File: config.mk
export PLATFORM = sky130hd
export DESIGN_NAME = apt_xlate_cache
export DESIGN_NICKNAME = d
export VERILOG_FILES = /design/src/rtl/apt_pkg.sv /design/src/rtl/apt_ctrl_reg.sv /design/src/rtl/apt_tag_store.sv /design/src/rtl/apt_lru.sv /design/src/rtl/apt_xlate_cache.sv
export SDC_FILE = /design/constraint.sdc
export NUM_CORES = 1
export LEC_CHECK = 0
export BUFFER_PORTS_ARGS = -buffer_cell sky130_fd_sc_hd__clkbuf_2
export CORE_MARGIN = 1.5
export CORE_UTILIZATION = 37
export DETAILED_ROUTE_END_ITERATION = 8
export SLEW_MARGIN = 20
export SYNTH_ARGS = -nofsm -noshare
export SYNTH_HDL_FRONTEND = slang
export SYNTH_SLANG_ARGS = --single-unit
File: constraint.sdc
create_clock -name clk -period 7.5 [get_ports clk]
set_input_delay 0.75 -clock clk [delete_from_list [all_inputs] [get_ports clk]]
set_output_delay 0.75 -clock clk [all_outputs]
set_load 0.03 [all_outputs]
File: src/rtl/apt_pkg.sv
package apt_pkg;
  localparam int unsigned CTRL_W   = 32;
  localparam int unsigned EN_BIT   = 7;
  localparam int unsigned OVR_BIT  = 0;
  localparam logic [2:0]  RATE_FORCED = 3'b001;

  typedef enum logic [2:0] {
    ST_IDLE,
    ST_LOOK,
    ST_FETCH,
    ST_WAIT,
    ST_RESP
  } xl_state_e;
endpackage

File: src/rtl/apt_ctrl_reg.sv
module apt_ctrl_reg
  import apt_pkg::*;
#(
  parameter int unsigned ADDR_W    = 8,
  parameter logic [ADDR_W-1:0] CTRL_ADDR = 8'hB0
) (
  input  logic              clk,
  input  logic              rst_n,
  input  logic              reg_wr,
  input  logic              reg_rd,
  input  logic [ADDR_W-1:0] reg_addr,
  input  logic [CTRL_W-1:0] reg_wdata,
  output logic [CTRL_W-1:0] reg_rdata,
  output logic              reg_ack,
  output logic              drain_req,
  input  logic              drain_done,
  output logic              en,
  output logic              ovr,
  output logic              flush
);
  logic busy, pend_en, pend_ovr;
  logic sel;

  assign sel       = (reg_addr == CTRL_ADDR);
  assign drain_req = busy;
  // invalidate on the very edge the enable bit drops
  assign flush     = busy && drain_done && en && !pend_en;

  always_ff @(posedge clk) begin
    if (!rst_n) begin
      busy      <= 1'b0;
      pend_en   <= 1'b0;
      pend_ovr  <= 1'b0;
      en        <= 1'b0;
      ovr       <= 1'b0;
      reg_ack   <= 1'b0;
      reg_rdata <= '0;
    end else begin
      reg_ack <= 1'b0;
      if (busy) begin
        if (drain_done) begin
          en      <= pend_en;
          ovr     <= pend_ovr;
          busy    <= 1'b0;
          reg_ack <= 1'b1;
        end
      end else if (reg_wr) begin
        if (sel && (reg_wdata[EN_BIT] != en)) begin
          busy     <= 1'b1;
          pend_en  <= reg_wdata[EN_BIT];
          pend_ovr <= reg_wdata[OVR_BIT];
        end else begin
          if (sel) ovr <= reg_wdata[OVR_BIT];
          reg_ack <= 1'b1;
        end
      end else if (reg_rd) begin
        reg_ack   <= 1'b1;
        reg_rdata <= '0;
        if (sel) begin
          reg_rdata[EN_BIT]  <= en;
          reg_rdata[OVR_BIT] <= ovr;
        end
      end
    end
  end
endmodule

File: src/rtl/apt_tag_store.sv
module apt_tag_store #(
  parameter int unsigned WAYS   = 8,
  parameter int unsigned PAGE_W = 20,
  localparam int unsigned IDX_W = $clog2(WAYS)
) (
  input  logic              clk,
  input  logic              rst_n,
  input  logic              flush,
  input  logic              wr,
  input  logic [IDX_W-1:0]  wr_way,
  input  logic [PAGE_W-1:0] wr_tag,
  input  logic [PAGE_W-1:0] wr_page,
  input  logic              wr_ok,
  input  logic [PAGE_W-1:0] lk_tag,
  output logic              hit,
  output logic [IDX_W-1:0]  hit_way,
  output logic [PAGE_W-1:0] hit_page,
  output logic              hit_ok,
  output logic [WAYS-1:0]   valid_vec
);
  logic [PAGE_W-1:0] tag_q  [WAYS];
  logic [PAGE_W-1:0] page_q [WAYS];
  logic [WAYS-1:0]   ok_q;
  logic [WAYS-1:0]   match;

  for (genvar w = 0; w < WAYS; w++) begin : g_way
    always_ff @(posedge clk) begin
      if (!rst_n) begin
        valid_vec[w] <= 1'b0;
        tag_q[w]     <= '0;
        page_q[w]    <= '0;
        ok_q[w]      <= 1'b0;
      end else if (flush) begin
        valid_vec[w] <= 1'b0;
      end else if (wr && (wr_way == IDX_W'(w))) begin
        valid_vec[w] <= 1'b1;
        tag_q[w]     <= wr_tag;
        page_q[w]    <= wr_page;
        ok_q[w]      <= wr_ok;
      end
    end
    assign match[w] = valid_vec[w] && (tag_q[w] == lk_tag);
  end

  always_comb begin
    hit      = |match;
    hit_way  = '0;
    hit_page = '0;
    hit_ok   = 1'b0;
    for (int i = WAYS - 1; i >= 0; i--) begin
      if (match[i]) begin
        hit_way  = IDX_W'(i);
        hit_page = page_q[i];
        hit_ok   = ok_q[i];
      end
    end
  end
endmodule

File: src/rtl/apt_lru.sv
module apt_lru #(
  parameter int unsigned WAYS = 8,
  localparam int unsigned IDX_W = $clog2(WAYS)
) (
  input  logic                  clk,
  input  logic                  rst_n,
  input  logic                  touch,
  input  logic [IDX_W-1:0]      touch_way,
  input  logic [WAYS-1:0]       valid_vec,
  output logic [IDX_W-1:0]      victim,
  output logic [WAYS*IDX_W-1:0] ages_flat
);
  logic [IDX_W-1:0] age [WAYS];

  for (genvar w = 0; w < WAYS; w++) begin : g_age
    assign ages_flat[w*IDX_W +: IDX_W] = age[w];
    always_ff @(posedge clk) begin
      if (!rst_n)
        age[w] <= IDX_W'(w);
      else if (touch) begin
        if (touch_way == IDX_W'(w))
          age[w] <= '0;
        else if (age[w] < age[touch_way])
          age[w] <= age[w] + 1'b1;
      end
    end
  end

  // lowest empty way first, otherwise the oldest way
  always_comb begin
    victim = '0;
    for (int i = 0; i < WAYS; i++)
      if (age[i] == IDX_W'(WAYS - 1)) victim = IDX_W'(i);
    for (int i = WAYS - 1; i >= 0; i--)
      if (!valid_vec[i]) victim = IDX_W'(i);
  end
endmodule

File: src/rtl/apt_xlate_cache.sv
module apt_xlate_cache
  import apt_pkg::*;
#(
  parameter int unsigned WAYS   = 8,
  parameter int unsigned PAGE_W = 20,
  parameter int unsigned ADDR_W = 8,
  parameter int unsigned RATE_W = 3
) (
  input  logic              clk,
  input  logic              rst_n,
  input  logic              req_valid,
  output logic              req_ready,
  input  logic [PAGE_W-1:0] req_page,
  output logic              rsp_valid,
  input  logic              rsp_ready,
  output logic [PAGE_W-1:0] rsp_page,
  output logic              rsp_ok,
  output logic              fetch_valid,
  input  logic              fetch_ready,
  output logic [PAGE_W-1:0] fetch_page,
  input  logic              fill_valid,
  output logic              fill_ready,
  input  logic [PAGE_W-1:0] fill_page,
  input  logic              fill_ok,
  input  logic              reg_wr,
  input  logic              reg_rd,
  input  logic [ADDR_W-1:0] reg_addr,
  input  logic [CTRL_W-1:0] reg_wdata,
  output logic [CTRL_W-1:0] reg_rdata,
  output logic              reg_ack,
  output logic              drain_req,
  input  logic              drain_done,
  input  logic [RATE_W-1:0] rate_in,
  output logic [RATE_W-1:0] rate_out
);
  localparam int unsigned IDX_W = $clog2(WAYS);

  xl_state_e state;
  logic [PAGE_W-1:0] cur_page, rsp_page_q;
  logic rsp_ok_q;
  logic en, ovr, flush;
  logic hit, hit_ok;
  logic [IDX_W-1:0] hit_way, victim, touch_way, fill_way;
  logic [PAGE_W-1:0] hit_page;
  logic [WAYS-1:0] valid_vec;
  logic [WAYS*IDX_W-1:0] ages_flat;
  logic install, touch, look_hit;

  apt_ctrl_reg #(.ADDR_W(ADDR_W)) u_ctrl (
    .clk(clk), .rst_n(rst_n), .reg_wr(reg_wr), .reg_rd(reg_rd),
    .reg_addr(reg_addr), .reg_wdata(reg_wdata), .reg_rdata(reg_rdata),
    .reg_ack(reg_ack), .drain_req(drain_req), .drain_done(drain_done),
    .en(en), .ovr(ovr), .flush(flush)
  );

  apt_tag_store #(.WAYS(WAYS), .PAGE_W(PAGE_W)) u_tags (
    .clk(clk), .rst_n(rst_n), .flush(flush), .wr(install), .wr_way(fill_way),
    .wr_tag(cur_page), .wr_page(fill_page), .wr_ok(fill_ok), .lk_tag(cur_page),
    .hit(hit), .hit_way(hit_way), .hit_page(hit_page), .hit_ok(hit_ok),
    .valid_vec(valid_vec)
  );

  apt_lru #(.WAYS(WAYS)) u_lru (
    .clk(clk), .rst_n(rst_n), .touch(touch), .touch_way(touch_way),
    .valid_vec(valid_vec), .victim(victim), .ages_flat(ages_flat)
  );

  assign look_hit  = (state == ST_LOOK) && en && hit;
  // disabled: only entries flagged invalid are kept; a flush wins
  assign install   = (state == ST_WAIT) && fill_valid && (en || !fill_ok) && !flush;
  assign fill_way  = hit ? hit_way : victim;
  assign touch     = look_hit || install;
  assign touch_way = look_hit ? hit_way : fill_way;

  assign req_ready   = (state == ST_IDLE);
  assign fetch_valid = (state == ST_FETCH);
  assign fetch_page  = cur_page;
  assign fill_ready  = (state == ST_WAIT);
  assign rsp_valid   = (state == ST_RESP);
  assign rsp_page    = rsp_page_q;
  assign rsp_ok      = rsp_ok_q;
  assign rate_out    = ovr ? RATE_W'(RATE_FORCED) : rate_in;

  always_ff @(posedge clk) begin
    if (!rst_n) begin
      state      <= ST_IDLE;
      cur_page   <= '0;
      rsp_page_q <= '0;
      rsp_ok_q   <= 1'b0;
    end else begin
      unique case (state)
        ST_IDLE:  if (req_valid) begin
                    cur_page <= req_page;
                    state    <= ST_LOOK;
                  end
        ST_LOOK:  if (look_hit) begin
                    rsp_page_q <= hit_page;
                    rsp_ok_q   <= hit_ok;
                    state      <= ST_RESP;
                  end else begin
                    state <= ST_FETCH;
                  end
        ST_FETCH: if (fetch_ready) state <= ST_WAIT;
        ST_WAIT:  if (fill_valid) begin
                    rsp_page_q <= fill_page;
                    rsp_ok_q   <= fill_ok;
                    state      <= ST_RESP;
                  end
        ST_RESP:  if (rsp_ready) state <= ST_IDLE;
        default:  state <= ST_IDLE;
      endcase
    end
  end
endmodule

==> metrics.md <==
| Metric | Value |
|---|---|
| Antenna cells | 0 |
| CTS sink count | 412 |
| DR pass1 iterations | 5 |
| Post-CTS sizing | 0 |
| Area of the mapped netlist | 20220 um^2 |
| Unrepaired setup endpoints after global routing | false |
| Wire length per cell | 20.52 um |
| Die ar. | 56060 um^2 |
| Slowest stage delay, CP | 0.87 ns |
| Core area | 53920 um^2 |
| CTS tree | built |
| Chip Height | 236.8 um |
| Main synth FF type | edfxtp_1 |
| Worst hold path class | input port to register |
| PD cells | 225.3 nW/um^2 |
| Area grow syn2layout | 13.71% |
| Largest net degree at the start of global routing | 59 |
| Worst Path Max Fanout | 13 |
| First-pass GRT wire length | 81370 um |
| CTS max path bufs | 3 |
| Port Buffers | 114 |
| Final #Nets | 1967 |
| Crit. path cell count | 14 |
| Worst EP required | 7.74 ns |
| GP Congestion | 0.8599 |
| Kind of end point of the critical path | register |
| CTS H-tree lvls | 2 |
| Fin cells | 2583 |
| WP data arrival | 6.36 ns |
| Final period utilization | 0.8161 |
| Fin Clk Skew | 0.02304 ns |
| WP buf/inv | 1 |
| CTS buffer count | 45 |
| DP Area | 21530 um^2 |
| Cell area after layout | 22990 um^2 |
| Placed insts | 2500 |
| #FFs+latches synth | 412 |
| EDFF count, synth | 344 |
| Worst slew pin tran | 1.004 ns |
| Hold depth | 3 |
| Post-synthesis sequential area ratio | 0.5782 |
| Vias | 13790 |
| Most common cell after layout, fill and taps aside | edfxtp_1 |
| DRC viols | 0 |
| Worst-Skew Late Latency | 0.58 ns |
| GRT Util Overall | 0.1893 |
| Finished Core Util | 0.4264 |
| Worst VDD drop | 0.0001388 V |
| Max cap viols | 0 |
| Ports | 175 |
| Detailed Route Iter0 Violations | 1023 |
| Crit-path cells | xor2_1 > nor4_1 > nand4_1 > nor4_4 > nor4_1 > and4b_1 > nor2_1 > o21ai_0 > o21ai_0 > buf_4 > ha_1 > and3_1 > or3_1 > a31oi_1 |
| Setup bufs post-CTS | 0 |
| Post-synth ARST share | 0 |
| Min Clock Period, post-route | 6.121 ns |
| CP top delay family | simple AND/OR/NAND/NOR gates |
| Setup violators final | 0 |
| Vias per inst | 5.338 |
| Vias in the first global route | 13650 |
| # hold bufs at CTS | 0 |
| Starting Density | 0.3750 |
| Average size of a mapped cell | 11.40 um^2 |
| Final hold vios | 0 |
| Yosys cell types | 73 |
| Crit start category | register |
| Antenna violations before repair | 0 |
| Post-DP HPWL | 33250 um |
| Mapped Cells | 1774 |
| Chip Width | 236.8 um |
| GR Overflow Total | 0 |
| Crit Path Category | register to register |
| Status | finished clean |
| Most frequent cells in the layout | edfxtp_1, and2_1, nor2_1, clkbuf_2, xnor2_1 |
| Slowest cell on crit path | dfxtp_1 |
| Slew margin rel. | 0.3305 |
| Slew Viols, Final | 0 |
| Total Wirelength | 53020 um |
| Leakage | 8.813 nW |
| CTS root buf | clkbuf_16 |
| Setup TNS Final | 0 ns |
| Synth Warn # | 0 |
| Max Fclk | 163.4 MHz |
| Post-route ant nets | 0 |
| Fraction of layout cells with a size suffix above 1 | 0.1468 |
| Row Count | 85 |
| Clock-pin transition on the worst setup and hold timing paths | 0.06 ns |
| Final Power | 5.181 mW |
| R2R cell count | 14 |
==> flip-flops by register name, indices dropped and copies added, names as in the netlist, 2 cells and up <==
| register | count |
|---|---|
| u_tags.ok_q | 8 |
| state | 3 |
| u_ctrl.reg_rdata | 2 |
| u_lru.age | 24 |
| u_tags.valid_vec | 8 |
| u_tags.page_q | 160 |
| rsp_page | 20 |
| u_tags.tag_q | 160 |
| fetch_page | 20 |
==> where the power goes <==
group,switching [mW],internal (mW)
Sequential,0.0661,2.55
Combinational,0.244,0.122
Clock,0.927,1.28
==> cell usage after synthesis, types with 36 or more instances <==
master | count | share of area
dfxtp_1 | 68 | 0.067
and2_1 | 249 | 0.077
a211oi_1 | 41 | 0.015
clkbuf_1 | 112 | 0.021
nand2_1 | 94 | 0.017
nor3_1 | 44 | 0.011
a21oi_1 | 36 | 0.0089
xor2_1 | 64 | 0.028
and3_1 | 84 | 0.026
xnor2_1 | 98 | 0.042
nor2_1 | 145 | 0.027
edfxtp_1 | 344 | 0.51
==> through the flow <==
step | setup slack [ns] | hold slack, ns
floorplan | 1.250 | 0.4449
global placement | 1.538 | 0.4449
detailed placement | 1.414 | 0.4544
CTS | 1.388 | 0.3637
global route | 1.030 | 0.3779
finish | 1.379 | 0.3904
==> final timing paths <==
| path | start | slack (ns) | end |
|---|---|---|---|
| hold reg to reg | u_ctrl.reg_rdata[7] | 0.46 | u_ctrl.reg_rdata[7] |
| setup / recovery | fetch_page[6] | 1.38 | u_lru.age[2][1] |
| hold / removal | req_page[17] | 0.39 | fetch_page[17] |
| setup reg to reg | fetch_page[6] | 1.38 | u_lru.age[2][1] |
==> layer usage <==
metal	track usage	up-vias	share of wire
met5	0	-	0
met4	0.05012	0	0.020
met3	0.02938	71	0.049
met2	0.3139	360	0.48
met1	0.2579	6897	0.46
li1	-	6459	-
==> area by class of cell <==
type,instances,area [um^2]
multi-input combinational,1200,7898
inverter,21,78.83
clock buffer,57,1201
tap,696,870.8
sequential,412,11690
clock inverter,26,251.5
fill,4970,30930
timing repair buffer,171,1001
==> worst register-to-register path, cell delays in order (launching register included) <==
cell and delay (ns):
dfxtp_1 0.87, xor2_1 0.17, nor4_1 0.37, nand4_1 0.23
nor4_4 0.83, nor4_1 0.21, and4b_1 0.28, nor2_1 0.59
o21ai_0 0.18, o21ai_0 0.69, buf_4 0.27, ha_1 0.24
and3_1 0.17, or3_1 0.35, a31oi_1 0.33
==> cells by family after synthesis <==
family / after synthesis / synth area share
and+or+nand+nor: 720 / 0.1922
DFF: 412 / 0.5782
AOI/OAI and AO/OA: 230 / 0.08477
buffers and inverters: 191 / 0.04251
xor gates and xnor gates: 162 / 0.07017
muxes: 35 / 0.01776
adders and majority gates: 23 / 0.01423
other: 1 / 0.0001855
Note: power is estimated with default switching activity, not from simulation.
